**config.mk**
```make
export PLATFORM = sky130hd
export DESIGN_NAME = eeprom_wr_seq
export DESIGN_NICKNAME = d
export VERILOG_FILES = /design/src/rtl/ewseq_pkg.sv /design/src/rtl/ewseq_rsync.sv /design/src/rtl/ewseq_range.sv /design/src/rtl/ewseq_ctr.sv /design/src/rtl/ewseq_fsm.sv /design/src/rtl/eeprom_wr_seq.sv
export SDC_FILE = /design/constraint.sdc
export NUM_CORES = 1
export LEC_CHECK = 0
export BUFFER_PORTS_ARGS = -buffer_cell sky130_fd_sc_hd__buf_2
export CAP_MARGIN = 20
export CORE_MARGIN = 2
export CORE_UTILIZATION = 31
export DETAILED_ROUTE_END_ITERATION = 8
export MAX_ROUTING_LAYER = met4
export PLACE_DENSITY_LB_ADDON = 0.3
export RECOVER_POWER = 100
export SLEW_MARGIN = 20
export SYNTH_ARGS = -nofsm -noshare
export SYNTH_HDL_FRONTEND = slang
export SYNTH_SLANG_ARGS = --single-unit
```
**constraint.sdc**
```tcl
create_clock -name clk -period 2.4 [get_ports clk]
set_input_delay 0.12 -clock clk [delete_from_list [all_inputs] [get_ports clk]]
set_output_delay 0.12 -clock clk [all_outputs]
set_load 0.03 [all_outputs]
```
**src/rtl/ewseq_pkg.sv**
```systemverilog
`timescale 1ns/1ps
package ewseq_pkg;
  localparam int            EW_ADDR_W   = 10;
  localparam logic [3:0]    EW_CTRL_TAG = 4'b1010;

  typedef enum logic [1:0] {
    OP_START = 2'd0,
    OP_BYTE  = 2'd1,
    OP_STOP  = 2'd2
  } ew_op_e;

  typedef enum logic [3:0] {
    ST_IDLE,
    ST_W_START,
    ST_W_CTRL,
    ST_W_ADDR,
    ST_W_DATA,
    ST_W_STOP,
    ST_P_START,
    ST_P_CTRL,
    ST_P_STOP,
    ST_ABORT,
    ST_FIN
  } ew_state_e;

  typedef enum logic [1:0] {
    RES_OK,
    RES_PAGE,
    RES_NACK,
    RES_TMO
  } ew_res_e;
endpackage

```
**src/rtl/ewseq_rsync.sv**
```systemverilog
`timescale 1ns/1ps
module ewseq_rsync (
  input  logic clk,
  input  logic rst_n,
  output logic rst_sync_n
);
  logic [1:0] sync_q;

  always_ff @(posedge clk or negedge rst_n) begin
    if (!rst_n) sync_q <= 2'b00;
    else        sync_q <= {sync_q[0], 1'b1};
  end

  assign rst_sync_n = sync_q[1];
endmodule

```
**src/rtl/ewseq_range.sv**
```systemverilog
`timescale 1ns/1ps
module ewseq_range #(
  parameter  int PAGE_BYTES = 16,
  localparam int OFF_W      = $clog2(PAGE_BYTES),
  localparam int LEN_W      = OFF_W + 1
) (
  input  logic [OFF_W-1:0] addr_off,
  input  logic [LEN_W-1:0] len,
  output logic             ok
);
  logic [LEN_W:0] end_pos;

  always_comb begin
    end_pos = {{(LEN_W+1-OFF_W){1'b0}}, addr_off} + {1'b0, len};
    ok      = (len != '0) && (end_pos <= (LEN_W+1)'(PAGE_BYTES));
  end
endmodule

```
**src/rtl/ewseq_ctr.sv**
```systemverilog
`timescale 1ns/1ps
module ewseq_ctr #(
  parameter int W = 4
) (
  input  logic         clk,
  input  logic         rst_n,
  input  logic         clr,
  input  logic         inc,
  output logic [W-1:0] q
);
  logic [W-1:0] q_d;
  logic         q_en;

  always_comb begin
    q_en = clr | inc;
    q_d  = clr ? '0 : q + W'(1);
  end

  always_ff @(posedge clk or negedge rst_n) begin
    if (!rst_n)    q <= '0;
    else if (q_en) q <= q_d;
  end
endmodule

```
**src/rtl/ewseq_fsm.sv**
```systemverilog
`timescale 1ns/1ps
module ewseq_fsm
  import ewseq_pkg::*;
#(
  parameter int LEN_W  = 5,
  parameter int POLL_W = 16
) (
  input  logic                 clk,
  input  logic                 rst_n,
  input  logic                 req_valid,
  input  logic                 range_ok,
  input  logic [EW_ADDR_W-1:0] req_addr,
  input  logic [LEN_W-1:0]     req_len,
  input  logic                 strap_a2,
  input  logic [POLL_W-1:0]    poll_limit,
  input  logic [7:0]           dat_in,
  input  logic                 eng_done,
  input  logic                 eng_ack,
  input  logic [LEN_W-1:0]     byte_cnt,
  input  logic [POLL_W-1:0]    poll_cnt,
  output logic                 req_ready,
  output logic                 busy,
  output logic                 fin,
  output logic                 eng_go,
  output logic [1:0]           eng_op,
  output logic [7:0]           eng_byte,
  output logic                 dat_take,
  output logic                 cnt_clr,
  output logic                 byte_inc,
  output logic                 poll_inc,
  output logic                 err_page,
  output logic                 err_nack,
  output logic                 err_tmo
);
  ew_state_e            st_q, st_d;
  ew_res_e              res_q, res_d;
  logic                 pend_q, pend_d;
  logic [EW_ADDR_W-1:0] addr_q;
  logic [LEN_W-1:0]     len_q;
  logic                 a2_q;
  logic                 lat_en;
  logic                 op_state, step;
  logic                 last_byte, last_poll;
  logic [POLL_W:0]      poll_next;
  logic [7:0]           ctrl_byte;

  // command decode
  always_comb begin
    ctrl_byte = {EW_CTRL_TAG, a2_q, addr_q[9:8], 1'b0};
    op_state  = (st_q != ST_IDLE) && (st_q != ST_FIN);
    eng_go    = op_state && !pend_q;
    step      = pend_q && eng_done;
    eng_op    = OP_STOP;
    eng_byte  = 8'h00;
    case (st_q)
      ST_W_START, ST_P_START: eng_op = OP_START;
      ST_W_CTRL, ST_P_CTRL: begin
        eng_op   = OP_BYTE;
        eng_byte = ctrl_byte;
      end
      ST_W_ADDR: begin
        eng_op   = OP_BYTE;
        eng_byte = addr_q[7:0];
      end
      ST_W_DATA: begin
        eng_op   = OP_BYTE;
        eng_byte = dat_in;
      end
      default: eng_op = OP_STOP;
    endcase
    dat_take  = eng_go && (st_q == ST_W_DATA);
    last_byte = (byte_cnt == len_q - LEN_W'(1));
    poll_next = {1'b0, poll_cnt} + (POLL_W+1)'(1);
    last_poll = (poll_next >= {1'b0, poll_limit});
  end

  // next state
  always_comb begin
    st_d     = st_q;
    res_d    = res_q;
    lat_en   = 1'b0;
    byte_inc = 1'b0;
    poll_inc = 1'b0;
    pend_d   = pend_q;
    if (eng_go)    pend_d = 1'b1;
    else if (step) pend_d = 1'b0;
    case (st_q)
      ST_IDLE: if (req_valid) begin
        lat_en = 1'b1;
        if (range_ok) begin
          st_d  = ST_W_START;
          res_d = RES_OK;
        end else begin
          st_d  = ST_FIN;
          res_d = RES_PAGE;
        end
      end
      ST_W_START: if (step) st_d = ST_W_CTRL;
      ST_W_CTRL: if (step) begin
        if (eng_ack) st_d = ST_W_ADDR;
        else begin st_d = ST_ABORT; res_d = RES_NACK; end
      end
      ST_W_ADDR: if (step) begin
        if (eng_ack) st_d = ST_W_DATA;
        else begin st_d = ST_ABORT; res_d = RES_NACK; end
      end
      ST_W_DATA: if (step) begin
        if (!eng_ack) begin
          st_d  = ST_ABORT;
          res_d = RES_NACK;
        end else begin
          byte_inc = 1'b1;
          if (last_byte) st_d = ST_W_STOP;
        end
      end
      ST_W_STOP:  if (step) st_d = ST_P_START;
      ST_P_START: if (step) st_d = ST_P_CTRL;
      ST_P_CTRL: if (step) begin
        if (eng_ack) st_d = ST_P_STOP;
        else begin
          poll_inc = 1'b1;
          if (last_poll) begin st_d = ST_ABORT; res_d = RES_TMO; end
          else           st_d = ST_P_START;
        end
      end
      ST_P_STOP, ST_ABORT: if (step) st_d = ST_FIN;
      ST_FIN:  st_d = ST_IDLE;
      default: st_d = ST_IDLE;
    endcase
  end

  assign cnt_clr = lat_en;

  always_ff @(posedge clk or negedge rst_n) begin
    if (!rst_n) begin
      st_q   <= ST_IDLE;
      res_q  <= RES_OK;
      pend_q <= 1'b0;
    end else begin
      st_q   <= st_d;
      res_q  <= res_d;
      pend_q <= pend_d;
    end
  end

  always_ff @(posedge clk or negedge rst_n) begin
    if (!rst_n) begin
      addr_q <= '0;
      len_q  <= '0;
      a2_q   <= 1'b0;
    end else if (lat_en) begin
      addr_q <= req_addr;
      len_q  <= req_len;
      a2_q   <= strap_a2;
    end
  end

  always_comb begin
    req_ready = (st_q == ST_IDLE);
    busy      = !req_ready;
    fin       = (st_q == ST_FIN);
    err_page  = (res_q == RES_PAGE);
    err_nack  = (res_q == RES_NACK);
    err_tmo   = (res_q == RES_TMO);
  end
endmodule

```
**src/rtl/eeprom_wr_seq.sv**
```systemverilog
`timescale 1ns/1ps
module eeprom_wr_seq #(
  parameter  int PAGE_BYTES = 16,
  parameter  int POLL_W     = 16,
  localparam int OFF_W      = $clog2(PAGE_BYTES),
  localparam int LEN_W      = OFF_W + 1
) (
  input  logic              clk,
  input  logic              rst_n,
  input  logic              req_valid,
  output logic              req_ready,
  input  logic [9:0]        req_addr,
  input  logic [LEN_W-1:0]  req_len,
  input  logic              strap_a2,
  input  logic [POLL_W-1:0] poll_limit,
  input  logic [7:0]        dat_in,
  output logic              dat_take,
  output logic              eng_go,
  output logic [1:0]        eng_op,
  output logic [7:0]        eng_byte,
  input  logic              eng_done,
  input  logic              eng_ack,
  output logic              busy,
  output logic              fin,
  output logic              err_page,
  output logic              err_nack,
  output logic              err_tmo
);
  logic              rst_sync_n;
  logic              range_ok;
  logic              cnt_clr, byte_inc, poll_inc;
  logic [LEN_W-1:0]  byte_cnt;
  logic [POLL_W-1:0] poll_cnt;

  ewseq_rsync u_rsync (
    .clk        (clk),
    .rst_n      (rst_n),
    .rst_sync_n (rst_sync_n)
  );

  ewseq_range #(.PAGE_BYTES(PAGE_BYTES)) u_range (
    .addr_off (req_addr[OFF_W-1:0]),
    .len      (req_len),
    .ok       (range_ok)
  );

  ewseq_ctr #(.W(LEN_W)) u_byte_ctr (
    .clk   (clk),
    .rst_n (rst_sync_n),
    .clr   (cnt_clr),
    .inc   (byte_inc),
    .q     (byte_cnt)
  );

  ewseq_ctr #(.W(POLL_W)) u_poll_ctr (
    .clk   (clk),
    .rst_n (rst_sync_n),
    .clr   (cnt_clr),
    .inc   (poll_inc),
    .q     (poll_cnt)
  );

  ewseq_fsm #(.LEN_W(LEN_W), .POLL_W(POLL_W)) u_fsm (
    .clk        (clk),
    .rst_n      (rst_sync_n),
    .req_valid  (req_valid),
    .range_ok   (range_ok),
    .req_addr   (req_addr),
    .req_len    (req_len),
    .strap_a2   (strap_a2),
    .poll_limit (poll_limit),
    .dat_in     (dat_in),
    .eng_done   (eng_done),
    .eng_ack    (eng_ack),
    .byte_cnt   (byte_cnt),
    .poll_cnt   (poll_cnt),
    .req_ready  (req_ready),
    .busy       (busy),
    .fin        (fin),
    .eng_go     (eng_go),
    .eng_op     (eng_op),
    .eng_byte   (eng_byte),
    .dat_take   (dat_take),
    .cnt_clr    (cnt_clr),
    .byte_inc   (byte_inc),
    .poll_inc   (poll_inc),
    .err_page   (err_page),
    .err_nack   (err_nack),
    .err_tmo    (err_tmo)
  );
endmodule

```
# Word-level counts from Yosys, hierarchy flattened
# Cells that the tools add are included.
dict set report op_classes {
  order_cmp 2
  n_reduce_logical 19
  bitwise_logic 2
  n_eq_ne 29
  add_sub_neg 5
  mux 39
}
# cell n
set op_table {}
lappend op_table {{$mux W4} 16}
lappend op_table {{$pmux W4 S9} 1}
lappend op_table {{$pmux W8 S3} 1}
lappend op_table {{$ne A2 B1 Y1 const B} 10}
lappend op_table {{$add A16 B1 Y17 const B} 1}
lappend op_table {{$ge A17 B16 Y1} 1}
lappend op_table {{$add A16 B1 Y16 const B} 1}
lappend op_table {{$eq A4 B3 Y1 const B} 4}
lappend op_table {{$mux W16} 1}
lappend op_table {{$eq A4 B4 Y1 const B} 3}
lappend op_table {{$mux W2} 6}
lappend op_table {{$mux W1} 11}
lappend op_table {{$reduce_and A10 Y1} 1}
lappend op_table {{$eq A4 B2 Y1 const B} 2}
lappend op_table {{$reduce_and A7 Y1} 1}
lappend op_table {{$add A4 B5 Y6} 1}
lappend op_table {{$le A6 B5 Y1 const B} 1}
lappend op_table {{$ne A2 B2 Y1 const B} 3}
lappend op_table {{$pmux W2 S3} 1}
lappend op_table {{$reduce_or A2 Y1} 3}
lappend op_table {{$add A5 B1 Y5 const B} 1}
lappend op_table {{$eq A5 B5 Y1} 1}
lappend op_table {{$logic_and A1 B1 Y1} 5}
lappend op_table {{$mux W5} 1}
lappend op_table {{16 further kinds} 19}
dict set report word_totals {
  in_bits 45
  wordCells 105
  output_inout_bits 18
  regBits 46
}

# Longest topological paths before layout
# Gate-level depths: netlist (run 1).
dict set report depth {
  depth_word 6
  depth_mapped 14
  depth_no_buf 14
}

# Modules after synthesis
# A second synthesis (run 1) with hierarchy kept.
dict set report hier_totals {
  cells_unflattened 374
  hier_area_um2 3508.4
}
# module area_per_inst_um2 cells_per_inst instances seq_area_each_um2
set modules_own_cells {}
lappend modules_own_cells {ewseq_fsm 2163.3 250 1 575.6}
lappend modules_own_cells {{ewseq_ctr (u_poll_ctr)} 872.1 82 1 400.4}
lappend modules_own_cells {{ewseq_ctr (u_byte_ctr)} 252.7 22 1 125.1}
lappend modules_own_cells {ewseq_range 166.4 17 1 0.0}
lappend modules_own_cells {ewseq_rsync 53.8 3 1 50.0}

# Least setup slack after synthesis (run 1)
# No wires, ideal clock.
dict set report synth_path {
  kind {flip-flop to flip-flop}
  from {register u_poll_ctr.q[2]}
  to {register u_fsm.st_q[1]}
  required_time_ns 2.324
  period_less_slack_ns 2.833
  path_stages_with_launch 15
  setup_slack_ns -0.433
  arrival_time_ns 2.756
  path_buffers 0
  setup_ns 0.076
  cell_sequence {dfrtp_1 and4_1 and2_1 nand3_1 nor2_1 nand3_1 xnor2_1 ha_1 a21o_1 a21oi_1 o21a_1 nand3_1 or2_1 o211a_1 o21ai_1}
}
dict set report synth_via {
  elab_chain_len 6
}
# element line_no
set synth_lines {}
lappend synth_lines {{start, declared} ewseq_ctr.sv:9} ;# output logic [W-1:0] q
lappend synth_lines {{start signal, assigned} ewseq_ctr.sv:21} ;# else if (q_en) q <= q_d;
lappend synth_lines {{$add A16 B1 Y17} ewseq_fsm.sv:73} ;# poll_next = {1'b0, poll_cnt} + (POLL_W+1)'(1);
lappend synth_lines {{$ge A17 B16 Y1} ewseq_fsm.sv:74} ;# last_poll = (poll_next >= {1'b0, poll_limit});
lappend synth_lines {{$mux W4} ewseq_fsm.sv:122} ;# if (last_poll) begin st_d = ST_ABORT; res_d = RES_TMO; end
lappend synth_lines {{$mux W4} ewseq_fsm.sv:119} ;# if (eng_ack) st_d = ST_P_STOP;
lappend synth_lines {{$mux W4} ewseq_fsm.sv:118} ;# ST_P_CTRL: if (step) begin
lappend synth_lines {{$pmux W4 S9} ewseq_fsm.sv:87} ;# case (st_q)
lappend synth_lines {{end signal, assigned} ewseq_fsm.sv:140} ;# st_q <= st_d;
lappend synth_lines {{end, declared} ewseq_fsm.sv:35} ;# ew_state_e st_q, st_d;
# Every way passes these cells. The select of a mux whose other input is x is not followed.
# A chain may end at the register's enable or synchronous reset.

# Final worst setup path (run 1)
dict set report layout_path {
  from {register u_poll_ctr.q[3]}
  to {register u_fsm.st_q[2]}
}
# Same word-level chain as after synthesis.

==> results of run 1 <==
timing repair:
item	in CTS	in global routing
pin swaps	6	8
hold buffers	8	0
hold endpoints to repair	9	0
setup endpoints to repair	6	7
buffers inserted	10	3
resized for setup	16	8
layout by cell type (no fill, tap or decap), types with 3 or more instances in the layout:
cell / instances
nand2_1: 75
buf_2: 52
dfrtp_1: 45
buf_4: 44
inv_1: 32
nor2_1: 30
o21ai_1: 22
ha_1: 22
xnor2_1: 16
nand3_1: 14
xor2_1: 11
a21oi_1: 11
nand4_1: 9
clkbuf_1: 9
dlygate4sd3_1: 8
buf_6: 8
a21o_1: 5
clkbuf_8: 5
clkbuf_2: 5
nand3_2: 4
nand2b_1: 4
o31ai_1: 4
nor4_1: 3
nor3_1: 3
a22o_1: 3
a221o_1: 3
a222oi_1: 3
or2_1: 3
a21oi_2: 3
o21ai_0: 3
final timing paths:
kind	endpoint	startpoint	depth (start not counted)	slack (ns)
min in group asynchronous	u_rsync.sync_q[1]$_DFF_PN0_	rst_n	2	0.11
max in group asynchronous	u_fsm.res_q[0]$_DFFE_PN0P_	u_rsync.sync_q[1]$_DFF_PN0_	1	1.15
hold reg to reg	u_rsync.sync_q[1]$_DFF_PN0_	u_rsync.sync_q[0]$_DFF_PN0_	0	0.36
setup / recovery	u_fsm.st_q[2]$_DFFE_PN0P_	u_poll_ctr.q[3]$_DFFE_PN0P_	14	-0.31
setup reg to reg	u_fsm.st_q[2]$_DFFE_PN0P_	u_poll_ctr.q[3]$_DFFE_PN0P_	14	-0.31
hold / removal	u_fsm.addr_q[0]$_DFFE_PN0P_	req_addr[0]	3	0.03
routing by layer:
| layer | vias up | GRT usage |
|---|---|---|
| met5 | - | - |
| met4 | 0 | 0.0380 |
| li1 | 1608 | - |
| met1 | 1510 | 0.222 |
| met2 | 81 | 0.277 |
| met3 | 10 | 0.0267 |
area by class of cell:
class	instances	area (µm²)	area share
clock buffers	5	68.8	0.0156
clock inverters	3	22.5	0.00512
inverters	34	128	0.0290
multi-input cells	303	2030	0.462
flip-flops and latches	46	1150	0.262
well taps	136	170	0.0387
repair buffers	127	827	0.188
report_power, final:
part	switching [mW]	internal, mW	total, mW
registers	0.133	0.969	1.10
clock network	0.309	0.212	0.521
logic	1.30	0.688	1.99
sequential cells by signal, indices dropped and copies added (netlist names):
register	cells
u_fsm.addr_q	10
u_rsync.sync_q	2
u_fsm.st_q	4
u_byte_ctr.q	5
u_fsm.len_q	5
u_fsm.pend_q	1
u_fsm.a2_q	1
u_fsm.res_q	2
u_poll_ctr.q	16
logic make-up after synthesis:
logic type / Yosys count
AOI/OAI and AO/OA: 79
xor gates and xnor gates: 28
adders and majority gates: 24
buffers and inverters: 49
DFF: 46
muxes: 2
other: 1
and+or+nand+nor: 169
metrics by stage:
stage	worst slack (ns)	hold WS, ns
3_5_place_dp	-0.314	-0.0939
4_1_cts	-0.283	0.0189
6_report	-0.308	0.0258
3_3_place_gp	-0.259	-0.0929
2_1_floorplan	-0.233	-0.176
5_1_grt	-0.479	0.0352
worst max-delay path, delay by kind of cell (launching register included):
family                     cells  cell delay, ns
AOI/OAI and AO/OA              5            0.86
and+or+nand+nor                6            0.77
DFF                            1            0.37
adders and majority gates      1            0.32
xor gates and xnor gates       1            0.15
buffers and inverters          1            0.15
==> out/metrics.yaml, run 1 <==
synth:
  synth_compound_area_frac: 0.167
  synth_flop_cell: "dfrtp_1"
  synthTopCellsByCount: "75 x nand2_1, 46 x dfrtp_1, 32 x inv_1"
  synth_top_area_frac: 0.349
  synthTopCellsByArea: "dfrtp_1 35%, ha_1 8.7%, nand2_1 8.5%"
  avgSynthCellArea_um2: 8.29
  synth_simple_gate_area_share: 0.246
  synthAdderAreaFrac: 0.0933
  synth.net_count: 467
  synth_xor_area_frac: 0.0743
  yosysTopAreaCell: "dfrtp_1"
  synth_top_family_by_area: "simple AND/OR/NAND/NOR gates"
  synthArstFlopShare: 1.00
  synth_edf_count: 0
  synthMuxAreaShare: 0.00607
  ys_warn_count: 0
  synth.distinct_cells: 59
  netlist_area_mm2: 0.00330
  ys_ff_latch: 46
  synthCells: 398
  synth_most_common_cell: "nand2_1"
  yosysSeqAreaShare: 0.349
clock_tree:
  cts.path.max_buffers: 2
  clk_pin_slew_worst_paths_ns: 0.11
  clkLatencyLatePin_ns: 0.32
  ctsRootBufferMaster: "clkbuf_8"
  cts_htree_levels: 2
  cts.sinks: 46
  cts_buffers: 5
  tritoncts: "done"
setup_path:
  end_kind: "flop"
  path_class: "reg -> reg"
  critPathArrivalTime_ns: 2.95
  cp.required_ns: 2.64
  crit_path_max_incr_delay_ns: 0.37
  path_cells: "and4_4 > and2_4 > nand3_4 > nor2_4 > nand3_2 > xnor2_1 > ha_1 > a21o_1 > a21oi_2 > o21a_1 > nand3_2 > buf_4 > o311a_1 > o21ai_2"
  path_max_fanout: 4
  crit_top_cell: "nand3_2"
  start_kind: "flop"
  cp_slowest_cell: "dfrtp_1"
layout:
  fillers: 1042
  nets: 586
  instances_no_fill: 654
  fin_util: 0.426
  final_layout_size_suffix_gt1_frac: 0.286
  diodes: 0
  syn_to_final_growth_pct: 33.3
  finalInstanceArea_mm2: 0.00440
global_routing:
  grt_pass1_wl_mm: 15.2
  grt_overflow_total: 0
  grtUsageTotal: 0.170
  grt_pass1_vias: 3171
  grt_max_degree: 45
  antenna_found_initial: 0
timing:
  fin_ws_ns: -0.308
  tightest_slew_ns: 1.12
  timing.setup.tns_ns: -1.87
  finalSetupViolCount: 7
  clock-skew-final_ns: 0.0172
  relSlewSlack: 0.250
  finalCriticalPeriod_ns: 2.71
  finalMaxSlewViolations: 0
  rsz0062_at_grt: "yes"
  hold_viol: 0
  finalCritPeriodShare: 1.13
  max_freq_ghz: 0.369
outcome:
  violations: "negative setup slack"
  status: "finished with violations"
floorplanning:
  die_h_um: 107
  initial_core_util: 0.320
  die_x_um: 107
  core_mm2: 0.0103
  ios: 63
  fp-row-count: 37
  dieArea_mm2: 0.0115
hold_path:
  hp-class: "in -> reg"
power_and_ir_drop:
  finalPower_mw: 3.61
  ir_worst_vdd_mv: 0.507
  cellLeakagePower_nw: 2.26
  power_density_mw_per_mm2: 821
routing:
  drt-met1-wl_mm: 4.23
  first_iter_violations: 118
  vias: 3209
  route.met3.wl_um: 383
  drtAntennaViolNets: 0
  dr.pass1.iters: 4
  routed.top_layer: "met4"
  vias_per_cell: 4.91
  wl_met2_mm: 4.18
  drt-wirelength-per-cell_um: 13.6
  drcViolationCount: 0
  routed_wl_mm: 8.92
place:
  hpwl_mm: 6.54
  placement.io_buffers: 62
  gp_congestion: 0.848
  post-place-cells: 625
  dpl_cell_area_mm2: 0.00407
run:
  max_cap_viol_count: 0
No activity file was read; power rests on OpenSTA's default activity.
==> run 2: changes to the inputs <==
CORE_ASPECT_RATIO = 1.2   (was unset)
PLACE_DENSITY_LB_ADDON = unset   (was 0.3)
==> out/metrics.yaml, run 2 (synthesis gave the netlist of run 1 again) <==
timing:
  fin_ws_ns: -0.343  # -0.0349 ns
  finalCriticalPeriod_ns: 2.74  # +0.0349 ns
  clock-skew-final_ns: 0.00802  # -0.00914 ns
  relSlewSlack: -0.180  # -0.430
  max_freq_ghz: 0.365  # -1.3%
  timing.setup.tns_ns: -2.06  # -0.181 ns
  tightest_slew_ns: 1.77  # +0.646 ns
  rsz0062_at_grt: "yes"
  finalMaxSlewViolations: 45  # +45
  finalCritPeriodShare: 1.14  # +0.0145
  finalSetupViolCount: 7  # unchanged
  hold_viol: 0  # unchanged
layout:
  largest_register: "u_poll_ctr.q"
  diodes: 0  # unchanged
  final_layout_size_suffix_gt1_frac: 0.282  # -0.00336
  nets: 578  # -1.4%
  layout_common_cells: "75 x nand2_1, 51 x buf_2, 46 x dfrtp_1"
  instances_no_fill: 639  # -2.3%
  largest_reg_flops: 16  # unchanged
  multi_input_area_mm2: 0.00202  # -0.68%
  syn_to_final_growth_pct: 32.3
  fin_util: 0.417  # -0.00887
  fillers: 1111  # +6.6%
  final_common_cell: "nand2_1"
  largest_registers: "u_poll_ctr.q (16), u_fsm.addr_q (10)"
  area.sequential_mm2: 0.00115  # -0.11%
clock_tree:
  clkLatencyLatePin_ns: 0.29  # -0.03 ns
  ctsRootBufferMaster: "clkbuf_16"
  cts_buffers: 5  # unchanged
  cts.sinks: 46  # unchanged
  clk_pin_slew_worst_paths_ns: 0.06  # -0.05 ns
  cts_htree_levels: 2  # unchanged
  tritoncts: "done"
  cts.path.max_buffers: 2  # unchanged
power_and_ir_drop:
  ir_worst_vdd_mv: 0.487  # -3.9%
  cellLeakagePower_nw: 2.25  # -0.70%
  power_density_mw_per_mm2: 869  # +5.8%
  finalPower_mw: 3.79  # +5.0%
routing:
  first_iter_violations: 185  # +57%
  vias: 3143  # -2.1%
  vias_per_cell: 4.92  # +0.24%
  dr.pass1.iters: 4  # unchanged
  drt-wirelength-per-cell_um: 13.3  # -2.6%
  drcViolationCount: 0  # unchanged
  routed_wl_mm: 8.48  # -4.9%
  drtAntennaViolNets: 0  # unchanged
place:
  gp_congestion: 0.913  # +7.7%
  post-place-cells: 619  # -0.96%
  hpwl_mm: 6.47  # -1.1%
  placement.io_buffers: 62  # unchanged
floorplanning:
  die_h_um: 117  # +9.2%
  initial_core_util: 0.315  # -0.00432
  die_x_um: 98.2  # -8.4%
  dieArea_mm2: 0.0115  # about the same
  ios: 63  # unchanged
  core_mm2: 0.0105  # +1.4%
  fp-row-count: 41  # +11%
global_routing:
  antenna_found_initial: 0  # unchanged
  grt_pass1_wl_mm: 14.4  # -4.8%
  grt_max_degree: 45  # unchanged
  grtUsageTotal: 0.158  # -0.0113
  grt_pass1_vias: 3222  # +1.6%
  grt_overflow_total: 0  # unchanged
setup_path:
  critPathArrivalTime_ns: 2.95  # about the same
  path_class: "reg -> reg"
  start_kind: "flop"
  path_max_fanout: 4  # unchanged
  end_kind: "flop"
  cp.required_ns: 2.61  # -0.03 ns
hold_path:
  hp-class: "in -> reg"
run:
  max_cap_viol_count: 1  # +1
outcome:
  status: "finished with violations"
  violations: "max-capacitance violations, max-slew violations, negative setup slack"
-- run 2: cell types whose count changed in the layout (fill, tap and decap cells not counted), moves of 2 or more --
cell	change
inv_6	-2
clkbuf_8	-3
o21ai_1	-2
clkbuf_16	+5
dlygate4sd3_1	-7
-- run 2: worst max-delay path: stages (launching register included) --
cell and delay, ns:
dfrtp_1 0.35, and4_4 0.26, nand4_1 0.18, nor3_2 0.24
nand3_1 0.13, xnor2_1 0.16, ha_1 0.34, a21oi_2 0.16
o21a_1 0.15, nand3_2 0.12, or2_4 0.27, o211a_1 0.20
o21ai_1 0.11
-- run 2: layer usage --
metal | vias to the layer above | share of wire | wire length (µm) | GRT usage
li1 | 1592 | - | - | -
met3 | 16 | 0.033 | 279 | 0.0214
met5 | - | 0 | 0 | -
met2 | 66 | 0.51 | 4350 | 0.291
met1 | 1469 | 0.44 | 3710 | 0.182
met4 | 0 | 0.017 | 140 | 0.0457
-- run 2: final timing paths --
check / start / to / slack, ns / depth (start not counted)
worst max register to register: u_poll_ctr.q[4]$_DFFE_PN0P_ / u_fsm.st_q[1]$_DFFE_PN0P_ / -0.34 / 12
worst min register to register: u_rsync.sync_q[0]$_DFF_PN0_ / u_rsync.sync_q[1]$_DFF_PN0_ / 0.35 / 0
max in group asynchronous: u_rsync.sync_q[1]$_DFF_PN0_ / u_fsm.len_q[0]$_DFFE_PN0P_ / 0.62 / 0
worst min-delay path: req_addr[5] / u_fsm.addr_q[5]$_DFFE_PN0P_ / 0.02 / 3
worst max-delay path: u_poll_ctr.q[4]$_DFFE_PN0P_ / u_fsm.st_q[1]$_DFFE_PN0P_ / -0.34 / 12
min in group asynchronous: rst_n / u_rsync.sync_q[1]$_DFF_PN0_ / 0.15 / 2
-- run 2: layout make-up --
class                   count  share of cell area
repair buffers            119               0.171
well taps                 129              0.0370
multi-input cells         303               0.462
clock buffers               7              0.0350
flip-flops and latches     46               0.264
inverters                  34              0.0292
clock inverters             1             0.00201
-- run 2: power breakdown --
group | internal, mW | switching, mW
logic | 0.684 | 1.27
registers | 0.970 | 0.137
clock network | 0.444 | 0.285
-- run 2: metrics by stage --
stage               hold WS [ns]  worst slack, ns  area [µm²]
detailed placement       -0.0905           -0.356        4070
CTS                       0.0216           -0.290        4370
finish                    0.0185           -0.343        4370
global placement         -0.0927           -0.245        4070
floorplan                 -0.176           -0.233        3340
global route              0.0412           -0.486        4370
-- run 2: timing repair --
| item | in CTS | in global routing |
|---|---|---|
| resized for setup | 16 | 6 |
| hold buffers | 1 | 0 |
| setup buffers | 10 | 1 |
| endpoints found under the hold margin | 2 | 0 |
| endpoints found under the setup margin | 6 | 7 |
| pin swaps | 5 | 10 |
